==> config.mk <==
export PLATFORM = sky130hd
export DESIGN_NAME = dsp_wake_ctrl
export DESIGN_NICKNAME = d
export VERILOG_FILES = /design/src/rtl/dsp_wake_pkg.sv /design/src/rtl/dsp_edge_det.sv /design/src/rtl/dsp_fifo_ptrs.sv /design/src/rtl/dsp_task_wake.sv /design/src/rtl/dsp_wake_ctrl.sv
export SDC_FILE = /design/constraint.sdc
export NUM_CORES = 1
export LEC_CHECK = 0
export BUFFER_PORTS_ARGS = -buffer_cell sky130_fd_sc_hd__buf_2
export CAP_MARGIN = 0
export CORE_MARGIN = 2
export CORE_UTILIZATION = 55
export CTS_BUF_LIST = sky130_fd_sc_hd__clkbuf_2
export CTS_CLUSTER_DIAMETER = 80
export DETAILED_ROUTE_END_ITERATION = 6
export PLACE_DENSITY = 0.9
export REMOVE_ABC_BUFFERS = 1
export SLEW_MARGIN = 10
export SYNTH_ARGS = -nofsm -noshare
export SYNTH_HDL_FRONTEND = slang
export SYNTH_SLANG_ARGS = --single-unit
==> constraint.sdc <==
create_clock -name clk -period 3.3 [get_ports clk]
set_clock_uncertainty 0.1 [all_clocks]
set_input_delay 0.495 -clock clk [delete_from_list [all_inputs] [get_ports clk]]
set_output_delay 0.495 -clock clk [all_outputs]
set_load 0.01 [all_outputs]
==> src/rtl/dsp_wake_pkg.sv <==
package dsp_wake_pkg;

    // timing flags that are edge-detected
    typedef struct packed {
        logic vblank;
        logic vsync;
        logic hblank;
        logic hsync;
    } tflags_t;

    // events derived from one bit time to the next
    typedef struct packed {
        logic field_start;    // vblank falling
        logic vert_pulse;     // vsync rising inside vblank
        logic line_unload;    // hblank falling
        logic retrace_begin;  // hsync rising
        logic retrace_end;    // hsync falling
    } tev_t;

    typedef struct packed {
        logic invert;
        logic speedy;
    } mode_t;

    function automatic tev_t find_events(tflags_t now, tflags_t was);
        tev_t e;
        e.field_start   = was.vblank & ~now.vblank;
        e.vert_pulse    = now.vsync & ~was.vsync & now.vblank;
        e.line_unload   = was.hblank & ~now.hblank;
        e.retrace_begin = now.hsync & ~was.hsync;
        e.retrace_end   = was.hsync & ~now.hsync;
        return e;
    endfunction

    function automatic int unload_bits(logic half, int base);
        return half ? 2 * base : base;
    endfunction

endpackage

==> src/rtl/dsp_edge_det.sv <==
module dsp_edge_det
    import dsp_wake_pkg::*;
(
    input  logic    clk,
    input  logic    rst,
    input  tflags_t flags_i,
    output tev_t    ev_o
);
    tflags_t prev_q;

    always_ff @(posedge clk) begin
        if (rst) prev_q <= '0;
        else     prev_q <= flags_i;
    end

    assign ev_o = find_events(flags_i, prev_q);

    // the start and end of retrace never coincide
    a_r7_retrace_edges_excl: assert property (@(posedge clk) disable iff (rst)
        !(ev_o.retrace_begin && ev_o.retrace_end));
endmodule

==> src/rtl/dsp_fifo_ptrs.sv <==
module dsp_fifo_ptrs #(
    parameter int DEPTH = 16
) (
    input  logic clk,
    input  logic rst,
    input  logic clr_i,
    input  logic push_i,
    input  logic pop_i,
    output logic full_o,
    output logic empty_o,
    output logic pop_ok_o
);
    localparam int IW = $clog2(DEPTH);
    localparam int PW = IW + 1;

    logic [PW-1:0] wr_q, rd_q;
    logic          push_ok;

    assign full_o   = (wr_q[IW] != rd_q[IW]) && (wr_q[IW-1:0] == rd_q[IW-1:0]);
    assign empty_o  = (wr_q == rd_q);
    assign push_ok  = push_i && !full_o;
    assign pop_ok_o = pop_i && !empty_o && !clr_i;

    always_ff @(posedge clk) begin
        if (rst || clr_i) begin
            wr_q <= '0;
            rd_q <= '0;
        end else begin
            if (push_ok)  wr_q <= wr_q + PW'(1);
            if (pop_ok_o) rd_q <= rd_q + PW'(1);
        end
    end

    a_r6_full_empty_excl: assert property (@(posedge clk) disable iff (rst)
        !(full_o && empty_o));
    a_r7_clear_empties: assert property (@(posedge clk) disable iff (rst)
        clr_i |=> empty_o);
    a_r6_push_ignored_when_full: assert property (@(posedge clk) disable iff (rst)
        full_o && !pop_i && !clr_i |=> full_o);
endmodule

==> src/rtl/dsp_task_wake.sv <==
module dsp_task_wake
    import dsp_wake_pkg::*;
(
    input  logic clk,
    input  logic rst,
    input  tev_t ev_i,
    input  logic scanend_i,
    input  logic fifo_full_i,
    input  logic blk_dvt_i,
    input  logic blk_dht_i,
    input  logic blk_dwt_i,
    input  logic blk_curt_i,
    output logic wake_dvt_o,
    output logic wake_dht_o,
    output logic wake_dwt_o,
    output logic wake_curt_o
);
    logic dvt_q, dht_q, dwt_q, curt_q;
    logic dht_blk_q, dwt_blk_q;

    always_ff @(posedge clk) begin
        if (rst) begin
            dvt_q     <= 1'b0;
            dht_q     <= 1'b0;
            dwt_q     <= 1'b0;
            curt_q    <= 1'b0;
            dht_blk_q <= 1'b0;
            dwt_blk_q <= 1'b0;
        end else begin
            // vertical task: once per field
            if (ev_i.vert_pulse)  dvt_q <= 1'b1;
            else if (blk_dvt_i)   dvt_q <= 1'b0;

            // horizontal task
            if (ev_i.field_start)                 dht_q <= 1'b1;
            else if (blk_dht_i)                   dht_q <= 1'b0;
            else if (ev_i.retrace_begin && !dht_blk_q) dht_q <= 1'b1;

            if (ev_i.field_start) dht_blk_q <= 1'b0;
            else if (blk_dht_i)   dht_blk_q <= 1'b1;

            // word task block flip-flop
            if (ev_i.retrace_begin) dwt_blk_q <= 1'b0;
            else if (blk_dwt_i)     dwt_blk_q <= 1'b1;

            // word task wakeup follows the FIFO and block state
            dwt_q <= !scanend_i && !dwt_blk_q && !blk_dwt_i &&
                     !dht_blk_q && !blk_dht_i && !fifo_full_i;

            // cursor task
            if (ev_i.retrace_end)  curt_q <= 1'b1;
            else if (blk_curt_i)   curt_q <= 1'b0;
        end
    end

    assign wake_dvt_o  = dvt_q;
    assign wake_dht_o  = dht_q;
    assign wake_dwt_o  = dwt_q;
    assign wake_curt_o = curt_q;

    a_r1_vert_wake: assert property (@(posedge clk) disable iff (rst)
        ev_i.vert_pulse |=> wake_dvt_o);
    a_r2_field_wake: assert property (@(posedge clk) disable iff (rst)
        ev_i.field_start |=> wake_dht_o);
    a_r4_full_no_wake: assert property (@(posedge clk) disable iff (rst)
        fifo_full_i |=> !wake_dwt_o);
    a_r5_scanend_no_wake: assert property (@(posedge clk) disable iff (rst)
        scanend_i |=> !wake_dwt_o);
    a_r10_cursor_wake: assert property (@(posedge clk) disable iff (rst)
        ev_i.retrace_end |=> wake_curt_o);
    a_r3_block_clears: assert property (@(posedge clk) disable iff (rst)
        blk_dht_i && !ev_i.field_start |=> !wake_dht_o);
endmodule

==> src/rtl/dsp_wake_ctrl.sv <==
module dsp_wake_ctrl
    import dsp_wake_pkg::*;
#(
    parameter int FIFO_DEPTH  = 16,
    parameter int WORD_W      = 16,
    parameter int BASE_PERIOD = 16,
    parameter int PER_W       = $clog2(2 * BASE_PERIOD + 1),
    parameter int UIDX_W      = $clog2(FIFO_DEPTH) + 1
) (
    input  logic              clk,
    input  logic              rst,
    input  logic              vblank_i,
    input  logic              vsync_i,
    input  logic              hblank_i,
    input  logic              hsync_i,
    input  logic              scanend_i,
    input  logic              mode_wr_i,
    input  logic              mode_invert_i,
    input  logic              mode_speedy_i,
    input  logic              fifo_push_i,
    input  logic              fifo_pop_i,
    input  logic              blk_dvt_i,
    input  logic              blk_dht_i,
    input  logic              blk_dwt_i,
    input  logic              blk_curt_i,
    output logic              wake_dvt_o,
    output logic              wake_dht_o,
    output logic              wake_dwt_o,
    output logic              wake_curt_o,
    output logic              fifo_clr_o,
    output logic              fifo_full_o,
    output logic              fifo_empty_o,
    output logic [WORD_W-1:0] pix_mask_o,
    output logic              half_clk_o,
    output logic              unload_start_o,
    output logic [PER_W-1:0]  unload_period_o,
    output logic              unload_active_o,
    output logic [UIDX_W-1:0] unload_word_o
);
    tflags_t flags;
    tev_t    ev;
    mode_t   pend_q, live_q;
    logic    clr_q, ustart_q, uactive_q, pop_ok;
    logic [PER_W-1:0]  period_q;
    logic [UIDX_W-1:0] uword_q;

    assign flags = '{vblank: vblank_i, vsync: vsync_i, hblank: hblank_i, hsync: hsync_i};

    dsp_edge_det u_edges (
        .clk     (clk),
        .rst     (rst),
        .flags_i (flags),
        .ev_o    (ev)
    );

    dsp_fifo_ptrs #(.DEPTH(FIFO_DEPTH)) u_fifo (
        .clk      (clk),
        .rst      (rst),
        .clr_i    (ev.retrace_begin),
        .push_i   (fifo_push_i),
        .pop_i    (fifo_pop_i),
        .full_o   (fifo_full_o),
        .empty_o  (fifo_empty_o),
        .pop_ok_o (pop_ok)
    );

    dsp_task_wake u_wake (
        .clk         (clk),
        .rst         (rst),
        .ev_i        (ev),
        .scanend_i   (scanend_i),
        .fifo_full_i (fifo_full_o),
        .blk_dvt_i   (blk_dvt_i),
        .blk_dht_i   (blk_dht_i),
        .blk_dwt_i   (blk_dwt_i),
        .blk_curt_i  (blk_curt_i),
        .wake_dvt_o  (wake_dvt_o),
        .wake_dht_o  (wake_dht_o),
        .wake_dwt_o  (wake_dwt_o),
        .wake_curt_o (wake_curt_o)
    );

    // mode bits: stored on write, applied at start of retrace
    always_ff @(posedge clk) begin
        if (rst) begin
            pend_q <= '0;
            live_q <= '0;
        end else begin
            if (mode_wr_i)         pend_q <= '{invert: mode_invert_i, speedy: mode_speedy_i};
            if (ev.retrace_begin)  live_q <= pend_q;
        end
    end

    // line unload sequencing
    always_ff @(posedge clk) begin
        if (rst) begin
            clr_q     <= 1'b0;
            ustart_q  <= 1'b0;
            uactive_q <= 1'b0;
            period_q  <= PER_W'(BASE_PERIOD);
            uword_q   <= '0;
        end else begin
            clr_q    <= ev.retrace_begin;
            ustart_q <= ev.line_unload;
            if (ev.line_unload)
                period_q <= PER_W'(unload_bits(live_q.speedy, BASE_PERIOD));
            if (ev.retrace_begin)    uactive_q <= 1'b0;
            else if (ev.line_unload) uactive_q <= 1'b1;
            if (ev.line_unload)               uword_q <= '0;
            else if (uactive_q && pop_ok)     uword_q <= uword_q + UIDX_W'(1);
        end
    end

    assign fifo_clr_o      = clr_q;
    assign pix_mask_o      = {WORD_W{live_q.invert}};
    assign half_clk_o      = live_q.speedy;
    assign unload_start_o  = ustart_q;
    assign unload_period_o = period_q;
    assign unload_active_o = uactive_q;
    assign unload_word_o   = uword_q;

    a_r8_mode_held: assert property (@(posedge clk) disable iff (rst)
        !ev.retrace_begin |=> $stable(pix_mask_o) && $stable(half_clk_o));
    a_r9_unload_restart: assert property (@(posedge clk) disable iff (rst)
        ev.line_unload |=> unload_start_o && unload_word_o == '0);
    a_r7_retrace_stops_unload: assert property (@(posedge clk) disable iff (rst)
        ev.retrace_begin |=> fifo_clr_o && !unload_active_o);
    a_r12_count_only_active: assert property (@(posedge clk) disable iff (rst)
        !unload_active_o && !ev.line_unload |=> $stable(unload_word_o));
endmodule

==> run metrics <==
Mean Syn Cell Area 9.19 um2; hpwl dp 1980 um; GRT Residual Overflow 0; largest net degree at the start of global routing 19; flops & latches, synth 34; CTS tree yes; Final Hold Fails 0; Place WS 1.34 ns; I/O pins 53; crit share post-route 67.0%; core area 2710 um2; CTS sink count 34; Most used DFF post-synth dfxtp_1; Via density 5.16; Area Overhead vs Synth 12.5%; mux contribution to synthesized area 3.26%; Yosys cell types 32; hold buffers post-CTS 0; drt total wl 2710 um; crit path time final 2.21 ns; compound-gate portion of the synthesized area 9.30%; Sequential Area 681 um2; min-delay worst type input pin to flip-flop; Max VDD drop 0.000497 V; ANT cells 0; Setup WS post-layout 1.09 ns; largest family of logic cells by synthesized area simple AND/OR/NAND/NOR gates; Clock Tree Root clkbuf_2; footprint of the multi-input gates 688 um2; Buf/Inv on CP 1; H-tree depth 2; setup TNS 0 ns; unrepaired setup endpoints after global routing false; crit path kind flip-flop to output pin; Top delay family on crit path flip-flops; CTS resizes 0; Setup crit end kind output pin; Die W 56.8 um; Crit-path slowest cell dfxtp_1; share of layout cells above drive strength 1 30.2%; drt initial violations 14; xor/xnor share of the synthesized area 8.48%; DRT Pass-1 Iters 4; final slew viol count 0; number of global-route vias before repair 1071; postcts setup bufs 0; GP Congestion 0.806; Synth Warn # 0; die area 3230 um2; Post-Syn Area 1530 um2; Post-Route Utilization 63.7%; Die Height 56.8 um; first-pass GRT wire length 4620 um; Synth Area in Adders 2.45%; status complete, no violations; post-route ant nets 0; Placement Rows 19; leakage 0.783 nW; crit-path max FO 7; Filler cells 251; wire length per cell 11.6 um; Post-synth EDFFs 0; Post-route DRC 0; sequential fraction of the synthesis area 44.4%; startpoint type of the worst setup path flip-flop; CTS Buf Count 5; Setup Viol. Count Final 0; highest-count cells in the layout ignoring fill and taps buf_2, dfxtp_1, nor2_1, a21oi_1, xnor2_1; initial antenna violation count 0; Tot Pwr 0.000784 W; Crit path largest cell delay 0.45 ns; fin cells 233; P per Cell Area 454 nW/um2; WP data required 2.70 ns; FF-to-FF setup slack 1.46 ns; GRT Total Usage 18.6%; clock slew at the register clock pins of the worst setup and hold paths 0.18 ns; Max Cap Viol 0; WP data arrival 1.61 ns; Post-Synth Simple-Gate Area 20.4%; Post-Synthesis Cells 167; Clock Latency Late Sink 0.38 ns; fmax 453 MHz; asr flop ratio synth 0%; critical-path cell list xnor2_1 > nand4_2 > nor2_1 > buf_2; starting density of the core 56.6%; commonest non-fill, non-tap cell in the layout buf_2; CTS max path bufs 2; layout net count 220; via count 1202; Port Buffers 48; Placed Cells incl. Taps 225
Yosys cell counts (2+ instances only):
| master | number | area (um2) |
|---|---|---|
| or3_2 | 2 | 15.0 |
| nand3_1 | 3 | 15.0 |
| nor2_1 | 23 | 86.3 |
| xnor2_1 | 8 | 70.1 |
| buf_4 | 19 | 143 |
| mux2i_1 | 5 | 50.1 |
| o31ai_1 | 2 | 15.0 |
| nand4_1 | 5 | 31.3 |
| nand2_1 | 6 | 22.5 |
| o21ai_0 | 6 | 30.0 |
| inv_1 | 2 | 7.51 |
| a21oi_1 | 10 | 50.1 |
| or4_1 | 2 | 15.0 |
| dfxtp_1 | 34 | 681 |
| nor2b_1 | 7 | 43.8 |
| clkbuf_1 | 4 | 15.0 |
| o211ai_1 | 2 | 15.0 |
| nand2b_1 | 7 | 43.8 |
| xor2_1 | 5 | 43.8 |
| ha_1 | 3 | 37.5 |
flip-flops by register name, indices dropped and copies added, names as in the netlist:
register and flops:
unload_start_o 1, u_wake.wake_curt_o 1, half_clk_o 1, u_edges.prev_q 4, u_wake.wake_dht_o 1, u_fifo.wr_q 5, u_wake.dwt_blk_q 1, u_fifo.rd_q 5
u_wake.wake_dwt_o 1, u_wake.wake_dvt_o 1, pix_mask_o 1, unload_period_o 2, pend_q 2, fifo_clr_o 1, unload_active_o 1, u_wake.dht_blk_q 1
unload_word_o 5
path summary, 6_finish.rpt:
check	startpoint	end	cells past startpoint
min reg2reg	u_wake.wake_dvt_o	u_wake.wake_dvt_o	2
min	scanend_i	u_wake.wake_dwt_o	2
max reg2reg	u_fifo.wr_q[4]	unload_word_o[4]	4
max	u_fifo.wr_q[2]	fifo_full_o	4
cells by family after synthesis:
| logic type | Yosys count |
|---|---|
| flops | 34 |
| other cells | 1 |
| xor+xnor | 14 |
| compound gates | 24 |
| mux | 5 |
| simple gates | 60 |
| fa+ha+maj | 3 |
| buf+inv | 26 |
routing by layer:
metal  global-route usage [%]  part of all wire [%]  vias up  wire [um]
met3                     8.29                   8.0        6        216
met4                     6.98                   1.5        0         40
met2                     29.4                    47       46       1270
met1                     22.1                    44      542       1190
met5                        0                     0        -          0
li1                         -                     -      608          -
metrics by stage:
step / area, um2 / hold slack [ns]
2_1_floorplan: 1380 / 0.325
4_1_cts: 1730 / 0.125
5_1_grt: 1730 / 0.0817
6_report: 1730 / 0.138
3_5_place_dp: 1660 / 0.356
3_3_place_gp: 1660 / 0.342
power breakdown:
part | total (W) | leakage (nW) | internal, W | switching (W)
clock network | 0.000277 | 0.0352 | 0.000127 | 0.000150
logic | 0.0000751 | 0.471 | 0.0000306 | 0.0000445
registers | 0.000432 | 0.277 | 0.000423 | 0.00000824
area by class of cell:
cell class | instances | share of cell area (%)
multi-input combinational | 110 | 39.9
sequential | 34 | 39.4
timing repair buffer | 48 | 13.9
clock inverter | 3 | 2.61
tap | 31 | 2.25
clock buffer | 5 | 1.45
inverter | 2 | 0.435
Power figures use the tool's default switching activity.
